==> src/rtl/icsr_pkg.sv <==
package icsr_pkg;
  // number of event-driven flags (transmit, receive)
  localparam int unsigned N_EVT = 2;
  localparam int unsigned EV_TX = 0;
  localparam int unsigned EV_RX = 1;
  // full flag vector: event flags then test flag on top
  localparam int unsigned N_FLAG = N_EVT + 1;
  typedef logic [N_FLAG-1:0] flag_vec_t;
endpackage

==> src/rtl/icsr_ack_decode.sv <==
module icsr_ack_decode #(
  parameter int unsigned DATA_W   = 32,
  parameter int unsigned TX_POS   = 0,
  parameter int unsigned RX_POS   = 1,
  parameter int unsigned TEST_POS = 31
) (
  input  logic                           wr_en,
  input  logic [DATA_W-1:0]              wr_data,
  output logic [icsr_pkg::N_EVT-1:0]     ack,
  output logic                           set_test
);
  import icsr_pkg::*;

  logic unused_bits;
  assign unused_bits = ^wr_data;

  // fixed priority: transmit ack, then receive ack, then test raise
  always_comb begin
    ack      = '0;
    set_test = 1'b0;
    if (wr_en) begin
      if (wr_data[TX_POS])        ack[EV_TX] = 1'b1;
      else if (wr_data[RX_POS])   ack[EV_RX] = 1'b1;
      else if (wr_data[TEST_POS]) set_test   = 1'b1;
    end
  end
endmodule

==> src/rtl/icsr_flag_bank.sv <==
module icsr_flag_bank (
  input  logic                       clk,
  input  logic                       rst,
  input  logic [icsr_pkg::N_EVT-1:0] evt,
  input  logic [icsr_pkg::N_EVT-1:0] ack,
  input  logic                       set_test,
  input  logic                       rd_en,
  output icsr_pkg::flag_vec_t        flags_q,
  output icsr_pkg::flag_vec_t        flags_d
);
  import icsr_pkg::*;

  localparam int unsigned TEST_IDX = N_FLAG - 1;

  genvar gi;
  generate
    for (gi = 0; gi < N_EVT; gi++) begin : g_evt
      // event beats a same-cycle acknowledge
      assign flags_d[gi] = evt[gi] | (flags_q[gi] & ~ack[gi]);

      always_ff @(posedge clk) begin
        if (rst) flags_q[gi] <= 1'b0;
        else     flags_q[gi] <= flags_d[gi];
      end

      // a pulse always leaves its flag set
      p_evt_sets_r9: assert property (@(posedge clk) disable iff (rst)
        evt[gi] |=> flags_q[gi]);
      // an acknowledge without a competing event clears the flag
      p_ack_clears_r3: assert property (@(posedge clk) disable iff (rst)
        (ack[gi] && !evt[gi]) |=> !flags_q[gi]);
    end
  endgenerate

  // test flag: raised by write, dropped by read, raise wins
  assign flags_d[TEST_IDX] = set_test | (flags_q[TEST_IDX] & ~rd_en);

  always_ff @(posedge clk) begin
    if (rst) flags_q[TEST_IDX] <= 1'b0;
    else     flags_q[TEST_IDX] <= flags_d[TEST_IDX];
  end

  // a read without a raise drops the test flag
  p_read_drops_test_r6: assert property (@(posedge clk) disable iff (rst)
    (rd_en && !set_test) |=> !flags_q[TEST_IDX]);
  // a raise always lands
  p_raise_test_r10: assert property (@(posedge clk) disable iff (rst)
    set_test |=> flags_q[TEST_IDX]);
endmodule

==> src/rtl/intr_status_reg.sv <==
module intr_status_reg #(
  parameter int unsigned DATA_W   = 32,
  parameter int unsigned TX_POS   = 0,
  parameter int unsigned RX_POS   = 1,
  parameter int unsigned TEST_POS = 31
) (
  input  logic              clk,
  input  logic              rst,
  input  logic              wr_en,
  input  logic              rd_en,
  input  logic [DATA_W-1:0] wr_data,
  input  logic              tx_event,
  input  logic              rx_event,
  output logic [DATA_W-1:0] rd_data,
  output logic              irq,
  output logic              busy
);
  import icsr_pkg::*;

  localparam int unsigned TEST_IDX = N_FLAG - 1;

  logic [N_EVT-1:0] evt;
  logic [N_EVT-1:0] ack;
  logic             set_test;
  flag_vec_t        flags_q;
  flag_vec_t        flags_d;
  logic [DATA_W-1:0] word_q;

  assign evt[EV_TX] = tx_event;
  assign evt[EV_RX] = rx_event;

  icsr_ack_decode #(
    .DATA_W(DATA_W), .TX_POS(TX_POS), .RX_POS(RX_POS), .TEST_POS(TEST_POS)
  ) u_dec (
    .wr_en(wr_en), .wr_data(wr_data), .ack(ack), .set_test(set_test)
  );

  icsr_flag_bank u_bank (
    .clk(clk), .rst(rst), .evt(evt), .ack(ack), .set_test(set_test),
    .rd_en(rd_en), .flags_q(flags_q), .flags_d(flags_d)
  );

  // place flags at their word positions
  always_comb begin
    word_q           = '0;
    word_q[TX_POS]   = flags_q[EV_TX];
    word_q[RX_POS]   = flags_q[EV_RX];
    word_q[TEST_POS] = flags_q[TEST_IDX];
  end

  always_ff @(posedge clk) begin
    if (rst) begin
      rd_data <= '0;
      irq     <= 1'b0;
      busy    <= 1'b0;
    end else begin
      irq <= |flags_d;
      if (rd_en) rd_data <= word_q;
      if (wr_en) busy    <= |flags_d;
    end
  end

  // busy moves only on write cycles
  p_busy_hold_r8: assert property (@(posedge clk) disable iff (rst)
    !wr_en |=> $stable(busy));
  // right after a write, busy and irq agree
  p_busy_match_r8: assert property (@(posedge clk) disable iff (rst)
    wr_en |=> (busy == irq));
  // irq can only rise from an event or a write
  p_irq_rise_r7: assert property (@(posedge clk) disable iff (rst)
    $rose(irq) |-> $past(tx_event || rx_event || wr_en));
  // rd_data holds between reads
  p_rd_hold_r6: assert property (@(posedge clk) disable iff (rst)
    !rd_en |=> $stable(rd_data));
endmodule

==> config.mk <==
export PLATFORM = sky130hd
export DESIGN_NAME = intr_status_reg
export DESIGN_NICKNAME = d
export VERILOG_FILES = /design/src/rtl/icsr_pkg.sv /design/src/rtl/icsr_ack_decode.sv /design/src/rtl/icsr_flag_bank.sv /design/src/rtl/intr_status_reg.sv
export SDC_FILE = /design/constraint.sdc
export NUM_CORES = 1
export LEC_CHECK = 0
export BUFFER_PORTS_ARGS = -buffer_cell sky130_fd_sc_hd__buf_2
export CAP_MARGIN = 15
export CORE_UTILIZATION = 27
export CTS_CLUSTER_DIAMETER = 100
export DETAILED_ROUTE_END_ITERATION = 10
export PLACE_DENSITY = 0.86
export SKIP_CTS_REPAIR_TIMING = 1
export SLEW_MARGIN = 20
export SYNTH_ARGS = -nofsm -noshare
export SYNTH_HDL_FRONTEND = slang
export SYNTH_SLANG_ARGS = --single-unit
==> constraint.sdc <==
create_clock -name clk -period 0.8 [get_ports clk]
set_input_delay 0.08 -clock clk [delete_from_list [all_inputs] [get_ports clk]]
set_output_delay 0.08 -clock clk [all_outputs]
set_load 0.05 [all_outputs]
==> impl_metrics.toml <==
[status]
status = "complete, but fails checks"
violations = "setup timing"

[clock_tree]
clk_latency_ps = 250
cts_tree = "built"
htree_num_levels = 1
root_buffer = "clkbuf_4"
clk_path_buf_depth = 2
numCtsBuffers = 3
clkSinkCount = 8
clk_pin_slew_ps = 60

[worst_setup_path]
critical_path.slowest_cell = "dfxtp_2"
cp_max_fo = 2
path_class = "flop to flop"
arrival_ps = 990
slowest_delay_ps = 320
crit_family = "flip-flops"
crit_buf_inv = 0
crit_chain = "nor2b_4, nor3b_2, a311oi_2"
crit_path_start_kind = "flop"
required_ps = 920
critPathCaptureType = "flop"

[place]
post-place-ws_ps = -83.2
portBuffers = 13
hpwl_um = 661
gp_congestion = 0.673

[timing]
max_freq_mhz = 1150
period_minus_slack_ps = 867
finalSetupViolations = 6
rsz0062_at_grt = "true"
fin_crit_sh_pct = 108
setup_ws_ps = -66.9
fin_setup_tns_ps = -126
drv_slew = 0
final-hold-violation-count = 0
clock_skew_ps = 5.74

[final_layout]
final_util_pct = 34.7
n_antenna_cell = 0
drive_gt1_share_pct = 40.3
nFillCells = 196
final_common_cell = "conb_1"
fin_nets = 117
final_cell_mix = "conb_1 (29), buf_2 (8), nor2_1 (7)"
syn_to_final_growth_pct = 17.1

[synthesis]
ys_ff_latch = 8
syn_avg_cell_area_um2 = 8.80
synth_cells = 60
yosysWarningCount = 0
ys_types = 16
synth_area_um2 = 528
yosys-top-cells-area = "buf_4 (41%), dfxtp_1 (30%), mux2i_1 (5.7%), nor2_1 (5.0%), a311oi_2 (2.8%)"
synth_top_area_share_pct = 41.2
synth_top_cell_by_area = "buf_4"
ys_seq_area_share_pct = 30.3

[detailed_routing]
drtIter0Drc = 2
avgViaCountPerCell = 3.40
drc = 0
wire_per_inst_um = 7.65
via_count = 347
firstDrtPassIters = 3
drt_wl_total_um = 780
antenna_left = 0

[floorplan]
die_area_um2 = 2140
num_rows = 15
die_y_um = 46.2
coreArea_um2 = 1780
die_w_um = 46.2
boundaryPins = 72
floorplan.initialDensity_pct = 29.6

[run]
cap_violations = 0

[pwr]
p_leak_nw = 0.320
clkPwrFrac_pct = 25.2
vdd_drop_max_mv = 0.527
p_comb_share_pct = 39.1
p_sw_share_pct = 44.5
seqPwrFrac_pct = 35.7
power.density_nw_per_um2 = 1990
switchingPower_mw = 0.548
intPower_mw = 0.682

[global_routing]
grt-ovfl-total = 0
grt_pass1_vias = 281
grt_pass1_wl_mm = 1.15
antenna_found_initial = 0
grt_use_total_pct = 8.39
grt_max_degree = 9

[worst_hold_path]
hp-class = "input port to flop"
==> layer usage <==
| metal | part of all wire [%] | vias to the layer above | track usage, % |
|---|---|---|---|
| li1 | - | 171 | - |
| met1 | 36 | 153 | 8.02 |
| met2 | 58 | 21 | 13.0 |
| met3 | 5.5 | 2 | 4.71 |
| met4 | 1.0 | 0 | 7.06 |
| met5 | 0 | - | 0 |
==> cell type report <==
class	count	area [um^2]	share of cell area [%]
clock buffer	3	22.5	3.64
inverter	1	3.75	0.607
multi-input combinational	49	263	42.5
sequential	8	168	27.1
tap	25	31.3	5.06
timing repair buffer	16	130	21.1
==> worst min-delay path, delay by kind of cell <==
family                 cells  cell delay [ps]
AO/OA/AOI/OAI              1               40
buffers and inverters      1               90
AND/OR/NAND/NOR            1               90
==> power groups by stage <==
stage               Sequential, mW  Clock, mW  Combinational [mW]
global route                 0.441      0.349               0.508
floorplan                    0.488          0               0.453
detailed placement           0.441          0               0.449
global placement             0.440          0               0.445
finish                       0.440      0.309               0.481
CTS                          0.432      0.326               0.449
==> per-stage QoR <==
step                power, mW  instance area (um^2)  instances  hold slack (ps)
global route             1.30                   618        102             89.6
CTS                      1.21                   558        102             77.1
detailed placement      0.890                   536         99              351
global placement        0.885                   536         99              337
finish                   1.23                   618        102             82.2
floorplan               0.941                   638         88              209
==> cell families (layout without fill, tap and decap cells) <==
group,after synthesis,after routing,share of synthesized area [%]
flops,8,8,30.3
compound gates,5,5,7.58
simple gates,12,12,13.0
mux,3,3,5.69
buf+inv,31,20,42.7
other cells,1,29,0.710
==> state kept, by name, summed over array words and instances (netlist names) <==
signal          count
busy                1
irq                 1
rd_data             3
u_bank.flags_q      3
==> cell usage after synthesis (all sizes together) <==
cell type and n:
dfxtp 8, buf 29, nand2 1, a311oi 1, nor2b 1, mux2i 3
a21oi 3, a31oi 1, and4bb 1, nor2 7, nand3b 1, clkbuf 1
conb 1, inv 1, nor3b 1
==> final timing paths <==
kind	start	endpoint	slack (ps)	cells past startpoint
max	u_bank.flags_q[0]	busy	-70	3
min	rx_event	u_bank.flags_q[1]	80	3
max reg2reg	u_bank.flags_q[0]	busy	-70	3
min reg2reg	rd_data[1]	rd_data[1]	500	2
Power figures use the tool's default switching activity.
